**src/rtl/fwg_pkg.sv**
```systemverilog
package fwg_pkg;
  localparam int REG_W     = 8;
  localparam int BIT_WEN   = 0;
  localparam int BIT_LOCK  = 1;
  localparam int BIT_RCFG  = 2;
  localparam int RCFG_W    = 2;
  localparam int BIT_TSWAP = 4;
  localparam int BIT_PROT  = 5;

  // Packed so that field order equals bit position 5..0 of the read image.
  typedef struct packed {
    logic              prot;
    logic              tswap;
    logic [RCFG_W-1:0] rcfg;
    logic              lock;
    logic              wen;
  } fwg_fields_t;

  localparam int FIELD_W = $bits(fwg_fields_t);
  localparam int PAD_W   = REG_W - FIELD_W;
endpackage

```
**src/rtl/fwg_ctl_reg.sv**
```systemverilog
module fwg_ctl_reg
  import fwg_pkg::*;
#(
  parameter logic [RCFG_W-1:0] RCFG_RST = 2'b10
) (
  input  logic              clk,
  input  logic              rst,
  input  logic              wr_hit,
  input  logic              wr_wen,
  input  logic              wr_lock,
  input  logic [RCFG_W-1:0] wr_rcfg,
  input  logic              wr_prot,
  input  logic              strap,
  output fwg_fields_t       fields_q
);
  always_ff @(posedge clk) begin
    if (rst) begin
      fields_q.wen   <= 1'b0;
      fields_q.lock  <= 1'b0;
      fields_q.rcfg  <= RCFG_RST;
      fields_q.tswap <= 1'b0;
      fields_q.prot  <= 1'b0;
    end else begin
      fields_q.tswap <= strap;
      if (wr_hit) begin
        fields_q.wen  <= wr_wen;
        fields_q.rcfg <= wr_rcfg;
        // sticky: only set, never cleared by software
        fields_q.lock <= fields_q.lock | wr_lock;
        fields_q.prot <= fields_q.prot | wr_prot;
      end
    end
  end
endmodule

```
**src/rtl/fwg_smi_gen.sv**
```systemverilog
module fwg_smi_gen (
  input  logic clk,
  input  logic rst,
  input  logic wr_hit,
  input  logic wr_wen,
  input  logic lock_q,
  input  logic wen_q,
  output logic smi_req
);
  logic attempt;

  // Uses pre-write state: a lock set by this same write does not count.
  always_comb attempt = wr_hit & wr_wen & lock_q & ~wen_q;

  always_ff @(posedge clk) begin
    if (rst) smi_req <= 1'b0;
    else     smi_req <= attempt;
  end
endmodule

```
**src/rtl/fwg_permit.sv**
```systemverilog
module fwg_permit
  import fwg_pkg::*;
(
  input  logic        clk,
  input  logic        rst,
  input  fwg_fields_t fields_q,
  input  logic        smm,
  output logic        wr_ok
);
  logic open_path;
  logic smm_path;
  logic unused_fields;

  always_comb begin
    open_path = fields_q.wen & ~fields_q.prot & ~fields_q.lock;
    smm_path  = fields_q.wen & smm;
  end

  assign unused_fields = ^{fields_q.rcfg, fields_q.tswap};

  always_ff @(posedge clk) begin
    if (rst) wr_ok <= 1'b0;
    else     wr_ok <= open_path | smm_path;
  end
endmodule

```
**src/rtl/fw_guard_ctl.sv**
```systemverilog
module fw_guard_ctl
  import fwg_pkg::*;
#(
  parameter int                ADDR_W     = 8,
  parameter logic [ADDR_W-1:0] REG_OFFSET = 8'hDC,
  parameter logic [RCFG_W-1:0] RCFG_RST   = 2'b10
) (
  input  logic              clk,
  input  logic              rst,
  input  logic [ADDR_W-1:0] cfg_addr,
  input  logic              cfg_wr,
  input  logic [REG_W-1:0]  cfg_wdata,
  input  logic              cfg_rd,
  output logic [REG_W-1:0]  cfg_rdata,
  input  logic              smm_active,
  input  logic              top_swap_strap,
  output logic              smi_req,
  output logic              flash_wr_ok
);
  logic        addr_hit;
  logic        wr_hit;
  fwg_fields_t fields_q;
  logic [REG_W-1:0] image;
  logic        unused_wbits;

  always_comb begin
    addr_hit = (cfg_addr == REG_OFFSET);
    wr_hit   = cfg_wr & addr_hit;
    image    = {{PAD_W{1'b0}}, fields_q};
  end

  assign unused_wbits = ^{cfg_wdata[REG_W-1:BIT_PROT+1], cfg_wdata[BIT_TSWAP]};

  fwg_ctl_reg #(.RCFG_RST(RCFG_RST)) u_reg (
    .clk      (clk),
    .rst      (rst),
    .wr_hit   (wr_hit),
    .wr_wen   (cfg_wdata[BIT_WEN]),
    .wr_lock  (cfg_wdata[BIT_LOCK]),
    .wr_rcfg  (cfg_wdata[BIT_RCFG +: RCFG_W]),
    .wr_prot  (cfg_wdata[BIT_PROT]),
    .strap    (top_swap_strap),
    .fields_q (fields_q)
  );

  fwg_smi_gen u_smi (
    .clk     (clk),
    .rst     (rst),
    .wr_hit  (wr_hit),
    .wr_wen  (cfg_wdata[BIT_WEN]),
    .lock_q  (fields_q.lock),
    .wen_q   (fields_q.wen),
    .smi_req (smi_req)
  );

  fwg_permit u_permit (
    .clk      (clk),
    .rst      (rst),
    .fields_q (fields_q),
    .smm      (smm_active),
    .wr_ok    (flash_wr_ok)
  );

  always_ff @(posedge clk) begin
    if (rst)         cfg_rdata <= '0;
    else if (cfg_rd) cfg_rdata <= addr_hit ? image : '0;
  end
endmodule

```
**config.mk**
```make
export PLATFORM = sky130hd
export DESIGN_NAME = fw_guard_ctl
export DESIGN_NICKNAME = d
export VERILOG_FILES = /design/src/rtl/fwg_pkg.sv /design/src/rtl/fwg_ctl_reg.sv /design/src/rtl/fwg_smi_gen.sv /design/src/rtl/fwg_permit.sv /design/src/rtl/fw_guard_ctl.sv
export SDC_FILE = /design/constraint.sdc
export NUM_CORES = 1
export LEC_CHECK = 0
export ABC_AREA = 1
export BUFFER_PORTS_ARGS = -buffer_cell sky130_fd_sc_hd__buf_2
export CAP_MARGIN = 20
export CORE_ASPECT_RATIO = 0.75
export CORE_UTILIZATION = 34
export CTS_BUF_LIST = sky130_fd_sc_hd__clkbuf_16
export DETAILED_ROUTE_END_ITERATION = 10
export PLACE_DENSITY = 0.68
export SLEW_MARGIN = 20
export SYNTH_ARGS = -nofsm -noshare
export SYNTH_HDL_FRONTEND = slang
export SYNTH_SLANG_ARGS = --single-unit
```
**constraint.sdc**
```tcl
create_clock -name clk -period 1.9 [get_ports clk]
set_input_delay 0.38 -clock clk [delete_from_list [all_inputs] [get_ports clk]]
set_output_delay 0.38 -clock clk [all_outputs]
set_load 0.05 [all_outputs]
```
* After elaboration in Yosys (flattened, before gate mapping) *
Cells that the tools add are included.
W data, S select, Z words.

operators by class
  add/subtract/negate cells = 0
  $mul = 0
  shift operators = 0
  multiplexer cells = 1
  reductions and logical operators = 0
  div/mod/pow operators = 0
  $lt $le $gt $ge = 0
  equal/unequal tests = 1
  bitwise logic cells = 13

operators by type and width
  kind                  number
  $eq A8 B8 Y1 const B  1
  $and A1 B1 Y1         7
  $mux W6               1
  $not A1 Y1            3
  $or A1 B1 Y1          3

word-level totals
  memories kept = 0
  output and inout port bits = 10
  RAM bits = 0
  memory bits (read-only) = 0
  flip-flop bits (word level) = 16
  word-level logic and storage cells = 23
  latch bits = 0
  bits of input ports = 22

* Depth between registers and ports, before layout *
Gate-level depths: netlist of the first run.

  word-level depth = 5
  mapped depth = 7
  mapped depth without buffers = 7

* Hierarchy *
Synthesis of the first run repeated with hierarchy kept, for this count alone.

unflattened totals
  cell total of the unflattened synthesis = 81
  area total of the unflattened synthesis = 625.6 um^2

modules (own cells, without submodules)
  module        sequential area each (um^2)  times used  area each (um^2)  cells an instance
  fw_guard_ctl  120.1                        1           295.3             39
  fwg_ctl_reg   120.1                        1           244.0             30
  fwg_smi_gen   20.0                         1           47.5              6
  fwg_permit    20.0                         1           38.8              6

* Worst setup path before layout of the first run *
Ideal clock, no wire load.

  path type = reg-to-output
  from = register cfg_rdata[3]
  to = output cfg_rdata[3]
  slack = 0.921 ns
  buffers on the path = 0
  arrival = 0.599 ns
  cell stages (with the launch flop) = 1
  data required time = 1.520 ns
  cells stage by stage = dfxtp_1

RTL lines
  what                    RTL line            text
  start, declared         fw_guard_ctl.sv:14  output logic [REG_W-1:0] cfg_rdata,
  start signal, assigned  fw_guard_ctl.sv:66  else if (cfg_rd) cfg_rdata <= addr_hit ? image : '0;

No word-level cell between the ends.

* Final worst setup path of the first run *
  from = register cfg_rdata[0]
  to = output cfg_rdata[0]

No word-level cell between the ends.

==> impl_metrics.json, run 1 <==
{
  "status": "finished clean",
  "synth_area_leaders": "dfxtp_1 (46%), nand2_1 (11%), a21oi_1 (5.8%)",
  "area_growth_pct": 35.0,
  "post_cts_buffers": 0,
  "num_antenna_cells": 0,
  "yosysTopAreaCell": "dfxtp_1",
  "crit_path_top_delay_cell": "dfxtp_1",
  "numCtsBuffers": 3,
  "hold_path_class": "in2reg",
  "antenna_found_initial": 0,
  "fillerInstances": 168,
  "seq_area_um2": 280,
  "yosysWarnings": 0,
  "layout_commonest_cell": "buf_2",
  "wl_met3_um": 94,
  "setup_viol": 0,
  "cts.repair.resized": 0,
  "track_usage_pct": 13.6,
  "powerDensity_mw_per_mm2": 940,
  "cts-root-buf": "clkbuf_16",
  "core_area_mm2": 0.00158,
  "layout_common_cells": "buf_2 (26), nand2_1 (17), dfxtp_1 (14)",
  "fin_ws_ps": 703,
  "drive_above_1_share_pct": 35.8,
  "syn-cell-area_um2": 604,
  "finalHoldViolCount": 0,
  "ctsHoldBuffers": 0,
  "startpoint_type": "register",
  "max_stage_delay_ps": 320,
  "htreeDepth": 1,
  "die_y_um": 38.5,
  "synth_cell_types": 19,
  "first_global_vias": 456,
  "vias": 563,
  "whs_ps": 339,
  "setup-tns-final_ps": 0,
  "gp_congestion": 0.725,
  "fmax_mhz": 835,
  "fp-row-count": 12,
  "fin_crit_ps": 1200,
  "post-route-period-util_pct": 63.0,
  "clk_latency_ps": 240,
  "critPathKind": "reg2out",
  "p_leak_nw": 0.379,
  "wl_met1_um": 570,
  "drt_iter0_drc": 17,
  "multiInputGateArea_um2": 274,
  "die_area_mm2": 0.00195,
  "clk_pin_slew_ps": 40,
  "drc": 0,
  "skew_ps": 2.31,
  "synth_seq_cells": 14,
  "ios": 32,
  "die_x_um": 50.7,
  "wl_met2_um": 487,
  "grt_remaining_overflow": 0,
  "grt_max_degree": 13,
  "yosys.area.top_type_share_pct": 46.4,
  "clkSinkCount": 14,
  "endpoint_kind": "output port",
  "power.total_mw": 0.767,
  "critPathTopFamily": "flip-flops",
  "io_buffers": 26,
  "rsz0062_at_grt": "false",
  "fin_nets": 130,
  "viasPerCell": 4.43,
  "worstPathMaxFanout": 2,
  "start_util_pct": 38.3,
  "crit_buf_inv": 1,
  "dp_hpwl_um": 912,
  "dpl_worst_slack_ps": 589,
  "routed.top_layer": "met4",
  "slew_viol_final": 0,
  "avgSynthCellArea_um2": 7.55,
  "cts_tree": "built",
  "worst-endpoint-required_ps": 1520,
  "wl_mm": 1.17,
  "clk_path_buf_depth": 2,
  "drv_cap": 0,
  "ir_drop_mv": 0.466,
  "grt_pass1_wl_mm": 1.87,
  "wl_per_cell_um": 9.17,
  "synthCells": 80,
  "crit_chain": "buf_2",
  "critPathArrivalTime_ps": 820,
  "yosysSeqAreaShare_pct": 46.4,
  "dr.pass1.iters": 4,
  "ant_nets": 0
}
==> cells in the mapped netlist <==
cell / n
o21ai_1: 1
dfxtp_1: 14
a21oi_1: 7
nor2_1: 7
buf_2: 1
buf_4: 2
nor2_4: 3
conb_1: 1
o21ai_0: 7
or2_2: 1
nor2_2: 1
clkbuf_1: 1
nand3_2: 1
nand3_1: 4
nand4_1: 2
inv_2: 1
nand2_2: 2
nand2_1: 17
inv_1: 7
==> sequential cells by signal (all words and copies together) (netlist names) <==
name            cells
u_permit.wr_ok      1
u_smi.smi_req       1
u_reg.fields_q      6
cfg_rdata           6
==> worst register-to-register path: stages (launching register included) <==
cell	delay, ps
dfxtp_1	340
nand2_1	70
or2_2	290
nor2_1	100
==> stage by stage <==
stage | area [um2] | utilization [%] | std cells
CTS | 816 | 51.7 | 127
global route | 816 | 51.7 | 127
finish | 816 | 51.7 | 127
global placement | 741 | 47.0 | 124
detailed placement | 741 | 47.0 | 124
floorplan | 608 | - | 81
==> layout make-up <==
cell class                      count  area share [%]
Inverter                            8            3.68
Multi-Input combinational cell     55            33.6
Clock buffer                        3            9.20
Timing Repair Buffer               26            16.0
Tap cell                           21            3.22
Sequential cell                    14            34.4
==> power breakdown <==
part	total (mW)	internal, mW	switching, mW	leakage [nW]
registers	0.305	0.302	0.00279	0.114
clock network	0.378	0.274	0.104	0.0370
logic	0.0835	0.0251	0.0583	0.228
==> cells by family after synthesis <==
| logic type | count (synthesis) | synth area share, % |
|---|---|---|
| AND/OR/NAND/NOR | 38 | 31.7 |
| flip-flops | 14 | 46.4 |
| buffers and inverters | 12 | 8.90 |
| AO/OA/AOI/OAI | 15 | 12.4 |
| other | 1 | 0.621 |
==> final timing paths <==
check / start / end / slack, ps / cells past startpoint
setup / recovery: cfg_rdata[0]$_SDFFE_PP0P_ / cfg_rdata[0] / 700 / 1
hold / removal: cfg_wdata[3] / u_reg.fields_q[3]$_SDFFE_PP1P_ / 340 / 3
setup reg to reg: u_reg.fields_q[1]$_SDFFE_PP0P_ / u_smi.smi_req$_SDFF_PP0_ / 1030 / 3
hold reg to reg: u_reg.fields_q[4]$_SDFF_PP0_ / cfg_rdata[4]$_SDFFE_PP0P_ / 450 / 2
==> layer usage <==
metal | up-vias | GRT usage, %
li1 | 303 | -
met1 | 237 | 16.2
met2 | 21 | 21.0
met3 | 2 | 6.35
met4 | 0 | 6.25
met5 | - | 0
No activity file was read; power rests on OpenSTA's default activity.
==> run 2, diff against run 1 <==
Settings changed: ABC_AREA 1 to 0, PLACE_DENSITY 0.68 to 0.71.
Clock period 1.9 ns to 1 ns, I/O delays scaled along.
==> run 2 against run 1 <==
  * First-iteration DRC count fell by 65%
  * Non-clock buffer count rose by 3
  * Sequential power rose by 85%
  * Sequential share of layout area fell by 1.4 points
==> impl_metrics.json, run 2 <==
{
  "fin_crit_ps": 960,
  "gp_congestion": 0.748,
  "r2r_end": "u_smi.smi_req$_SDFF_PP0_",
  "hp-start": "smm_active",
  "synth_compound_area_share_pct": 7.34,
  "synth-simple-area-share_pct": 33.1,
  "powerDensity_mw_per_mm2": 1650,
  "clk_pin_slew_ps": 50,
  "die_area_mm2": 0.00193,
  "yosysSeqAreaShare_pct": 47.0,
  "die_x_um": 50.4,
  "cts-root-buf": "clkbuf_16",
  "critPathArrivalTime_ps": 760,
  "hold_path_class": "in2reg",
  "ff2ff_setup_slack_ps": 190,
  "place_area_um2": 742,
  "cts_tree": "built",
  "ios": 32,
  "crit_chain": "clkbuf_4",
  "crit_buf_inv": 1,
  "fp-row-count": 12,
  "synth_top_flop_cell": "dfxtp_1",
  "synth_cell_types": 16,
  "drive_above_1_share_pct": 39.3,
  "endpoint_kind": "output port",
  "synth_top_family_by_area": "simple AND/OR/NAND/NOR gates",
  "layout_commonest_cell": "buf_2",
  "rsz0062_at_grt": "false",
  "grt_remaining_overflow": 0,
  "synth_mux_area_share_pct": 5.03,
  "yosysMostFrequentCell": "dfxtp_1",
  "first_global_vias": 477,
  "grt_max_degree": 15,
  "max_stage_delay_ps": 300,
  "synthCells": 61,
  "worstPathMaxFanout": 1,
  "vias": 522,
  "synth_area_leaders": "dfxtp_1 (47%), nand2b_1 (10%), nor4b_4 (8.0%)",
  "layout_common_cells": "buf_2 (18), dfxtp_1 (14), nand2b_1 (10), buf_4 (9)",
  "p_leak_nw": 0.345,
  "avgSynthCellArea_um2": 9.78,
  "fin_ws_ps": 40.0,
  "viasPerCell": 4.75,
  "die_y_um": 38.3,
  "crit_path_top_delay_cell": "dfxtp_1",
  "setup_viol": 0,
  "syn-cell-area_um2": 597,
  "ant_nets": 0,
  "ir_drop_mv": 0.809,
  "finalHoldViolCount": 0,
  "synth_seq_cells": 14,
  "antenna_found_initial": 0,
  "ff2ff_path_depth": 2,
  "drc": 0,
  "yosysTopAreaCell": "dfxtp_1",
  "clk_path_buf_depth": 2,
  "critPathKind": "reg2out",
  "fillerInstances": 171,
  "clkSinkCount": 14,
  "skew_ps": 3.03,
  "start_util_pct": 38.2,
  "yosys.area.top_type_share_pct": 47.0,
  "worst-endpoint-required_ps": 800,
  "synth_common_cells": "dfxtp_1 (14), nand2b_1 (10), a21oi_1 (7), nand4_1 (7), nor2_1 (6)",
  "synthArstFlopShare_pct": 0,
  "post-route-period-util_pct": 96.0,
  "io_buffers": 26,
  "track_usage_pct": 14.5,
  "drv_cap": 0,
  "yosysWarnings": 0,
  "hold_path_end": "u_permit.wr_ok$_SDFF_PP0_",
  "wl_per_cell_um": 11.3,
  "critPathTopFamily": "flip-flops",
  "final_util_pct": 54.4,
  "numCtsBuffers": 3,
  "synth_xor_area_share_pct": 0,
  "dpl_worst_slack_ps": -267,
  "reg_top3": "cfg_rdata x6, u_reg.fields_q x6",
  "grt_pass1_wl_mm": 1.97,
  "area_growth_pct": 42.3,
  "drt_iter0_drc": 6,
  "fin_nets": 112,
  "num_antenna_cells": 0,
  "fmax_mhz": 1040,
  "wl_mm": 1.24,
  "synthAdderAreaFrac_pct": 0,
  "htreeDepth": 1,
  "clk_latency_ps": 240,
  "postLayoutCellArea_um2": 850,
  "core_area_mm2": 0.00156,
  "r2r-start": "u_reg.fields_q[1]$_SDFFE_PP0P_",
  "startpoint_type": "register",
  "setup-tns-final_ps": 0,
  "hold-path-cell-count": 3,
  "slew_viol_final": 0,
  "status": "finished clean",
  "synth_edf_count": 0,
  "dp_hpwl_um": 973,
  "dr.pass1.iters": 4
}
[run 2: cell count changes after synthesis, sizes merged, moves of 2 or more]
cell / change
clkbuf: +2
inv: -7
mux2i: +3
nand2: -19
nand2b: +10
nand3: -5
nand4: +5
nor2: -5
nor4b: +2
o21ai: -8
[run 2: how the worst max path moves through the flow]
| stage | from | endpoint | slack, ps | cells after the start |
|---|---|---|---|---|
| 2_1_floorplan | cfg_addr[0] | u_smi.smi_req$_SDFF_PP0_ | -190 | 4 |
| 3_3_place_gp | cfg_addr[0] | u_smi.smi_req$_SDFF_PP0_ | -190 | 4 |
| 3_5_place_dp | cfg_addr[0] | u_smi.smi_req$_SDFF_PP0_ | -270 | 4 |
| 4_1_cts | u_permit.wr_ok$_SDFF_PP0_ | flash_wr_ok | 3 | 1 |
| 5_1_grt | cfg_rdata[2]$_SDFFE_PP0P_ | cfg_rdata[2] | 10 | 1 |
| 6_report | u_permit.wr_ok$_SDFF_PP0_ | flash_wr_ok | 40 | 1 |
[run 2: layer usage]
layer / GRT usage (%) / routed length [um] / part of all wire (%) / vias to the layer above
met1: 15.8 / 540 / 44 / 233
met5: 0 / 0 / 0 / -
li1: - / - / - / 264
met4: 6.25 / 0 / 0 / 0
met2: 26.0 / 583 / 47 / 25
met3: 5.16 / 116 / 9.4 / 0
[run 2: cells by family (layout without fill, tap and decap cells)]
group           count (synthesis)  count (layout)
other cells                     1               2
compound gates                  8               8
simple gates                   28              28
flops                          14              14
buf+inv                         7              34
mux                             3               3
[run 2: area by class of cell]
class / count / area, um2 / area share [%]
clock inverter: 1 / 3.75 / 0.442
sequential: 14 / 280 / 33.0
inverter: 1 / 3.75 / 0.442
timing repair buffer: 29 / 176 / 20.8
tap: 21 / 26.3 / 3.09
multi-input combinational: 41 / 284 / 33.4
clock buffer: 3 / 75.1 / 8.84
[run 2: timing repair]
item / in CTS / in global routing
setup endpoints to repair: 8 / 3
hold buffers: 0 / 0
buffers inserted: 0 / 0
gates resized for setup: 8 / 3
[run 2: through the flow]
stage,power [mW],instances,hold slack [ps]
final,1.40,110,173
after global routing,1.45,110,218
after CTS,1.42,110,174
after detailed placement,0.670,106,422
after global placement,0.669,106,413
after floorplan,0.626,62,272
[run 2: power by group]
group          switching (mW)  total, mW  internal, mW  leakage [nW]
clock network           0.214      0.741         0.527        0.0385
logic                  0.0534     0.0966        0.0433         0.193
registers             0.00109      0.563         0.562         0.113
==> run 3, diff against run 2 <==
Settings changed: ABC_AREA 0 to 1.
==> run 3 against run 2 <==
  * Critical path depth is the same
  * First-iteration DRC count shrank 33%
  * Maximum frequency shrank 1.8%
  * Die area grew 1.2%
  * Combinational power grew 75%
  * Clock skew shrank 2.6 ps
  * Count of clock-buffer cells in the layout is the same
  * Sequential cell count is the same
  * Global-route usage grew 0.32 points
  * Final cell count grew 16%
  * Critical path type unchanged
  * Register-to-register slack lost 50 ps
  * Highest routed layer is now met4
  * Core utilization shrank 0.84 points
==> impl_metrics.json, run 3 (synthesized netlist as in run 1, its figures left out) <==
{
  "first_global_vias": 502,
  "fmax_mhz": 1020,
  "fillerInstances": 164,
  "die_x_um": 50.7,
  "max_stage_delay_ps": 290,
  "drv_cap": 0,
  "power_frac_comb_pct": 11.5,
  "startpoint_type": "register",
  "ant_nets": 0,
  "viasPerCell": 4.31,
  "post-route-period-util_pct": 97.8,
  "layout_commonest_cell": "buf_2",
  "dr.pass1.iters": 4,
  "powerDensity_mw_per_mm2": 1740,
  "setup_viol": 0,
  "wl_mm": 1.19,
  "drive_above_1_share_pct": 36.4,
  "rsz0062_at_grt": "false",
  "cts_tree": "built",
  "drc": 0,
  "seqPwrFrac_pct": 39.5,
  "switching_share_pct": 21.6,
  "layout_common_cells": "buf_2 (19), nand2_1 (17), dfxtp_1 (14)",
  "core_area_mm2": 0.00158,
  "die_area_mm2": 0.00195,
  "p_leak_nw": 0.385,
  "fin_ws_ps": 22.4,
  "fp-row-count": 12,
  "power.share.clock_pct": 49.0,
  "ctsHoldBuffers": 0,
  "power.total_mw": 1.47,
  "dpl.cell_count": 125,
  "p_int_mw": 1.15,
  "fin_nets": 131,
  "skew_ps": 0.439,
  "ir_drop_mv": 0.917,
  "vias": 552,
  "crit_chain": "buf_2",
  "grt_pass1_wl_mm": 2.00,
  "antenna_found_initial": 0,
  "numCtsBuffers": 3,
  "crit_buf_inv": 1,
  "setup-tns-final_ps": 0,
  "stdcell_count": 128,
  "track_usage_pct": 14.8,
  "area_growth_pct": 39.8,
  "clk_path_buf_depth": 2,
  "ios": 32,
  "clk_latency_ps": 240,
  "io_buffers": 26,
  "cts-root-buf": "clkbuf_16",
  "wl_per_cell_um": 9.31,
  "endpoint_kind": "output port",
  "crit_path_top_delay_cell": "dfxtp_1",
  "slew_viol_final": 0,
  "status": "finished clean",
  "drt_iter0_drc": 4,
  "grt_max_degree": 13,
  "finalHoldViolCount": 0,
  "htreeDepth": 1,
  "hold_path_class": "in2reg",
  "start_util_pct": 38.3,
  "worst-endpoint-required_ps": 800,
  "critPathKind": "reg2out",
  "grt_remaining_overflow": 0,
  "dpl_worst_slack_ps": 14.9,
  "num_antenna_cells": 0,
  "worstPathMaxFanout": 1,
  "clkSinkCount": 14,
  "die_y_um": 38.5,
  "gp_congestion": 0.788,
  "power.switching_mw": 0.317,
  "critPathTopFamily": "flip-flops",
  "reg_top3": "cfg_rdata x6, u_reg.fields_q x6",
  "clk_pin_slew_ps": 40,
  "ff2ff_setup_slack_ps": 140,
  "dp_hpwl_um": 943,
  "critPathArrivalTime_ps": 780,
  "fin_crit_ps": 978
}
[run 3: cell count changes in the layout (fill, tap and decap cells not counted), moves of 2 or more]
cell      before  now
buf_4          9    6
inv_1          1    7
mux2i_1        3    0
nand2_1        0   17
nand2_2        0    2
nand2b_1      10    0
nand3_1        0    4
nand4_1        7    2
nor2_4         0    3
nor4b_4        2    0
o21ai_0        0    7
[run 3: path summary, 6_finish.rpt]
check / from / end / cells after the start
hold reg to reg: u_reg.fields_q[4]$_SDFF_PP0_ / cfg_rdata[4]$_SDFFE_PP0P_ / 2
setup reg to reg: u_reg.fields_q[1]$_SDFFE_PP0P_ / u_smi.smi_req$_SDFF_PP0_ / 3
setup / recovery: u_permit.wr_ok$_SDFF_PP0_ / flash_wr_ok / 1
hold / removal: cfg_wdata[3] / u_reg.fields_q[3]$_SDFFE_PP1P_ / 3
[run 3: layout make-up]
type                       count  area, um2  area share [%]
sequential                    14        280            33.2
multi-input combinational     55        274            32.4
inverter                       8       30.0            3.56
tap                           21       26.3            3.11
timing repair buffer          27        159            18.8
clock buffer                   3       75.1            8.89
[run 3: worst reg2reg max path, delay by kind of cell, from the launching register on]
| family | cells | cell delay, ps |
|---|---|---|
| simple gates | 3 | 460 |
| flops | 1 | 340 |
[run 3: per-stage QoR]
stage               util, %  hold slack [ps]  instance area, um2
finish                 53.6              164                 845
global route           53.6              179                 845
global placement       47.5              404                 748
detailed placement     47.5              412                 748
floorplan                 -              269                 608
CTS                    53.2              162                 838
[run 3: power groups by stage]
| stage | Sequential, mW | Combinational, mW | Clock, mW |
|---|---|---|---|
| final | 0.581 | 0.169 | 0.720 |
| after global routing | 0.582 | 0.186 | 0.758 |
| after CTS | 0.581 | 0.169 | 0.734 |
| after detailed placement | 0.590 | 0.162 | 0 |
| after global placement | 0.589 | 0.160 | 0 |
| after floorplan | 0.630 | 0.0666 | 0 |
[run 3: layer usage]
metal	global-route usage, %	wire (um)
met5	0	0
met4	8.33	11
met3	5.16	81
met2	24.7	535
met1	16.9	564
[run 3: what timing repair did]
action	in CTS	in global routing
setup buffers	0	0
hold endpoints to repair	0	0
cloned	0	0
resized for setup	6	2
setup endpoints to repair	6	2
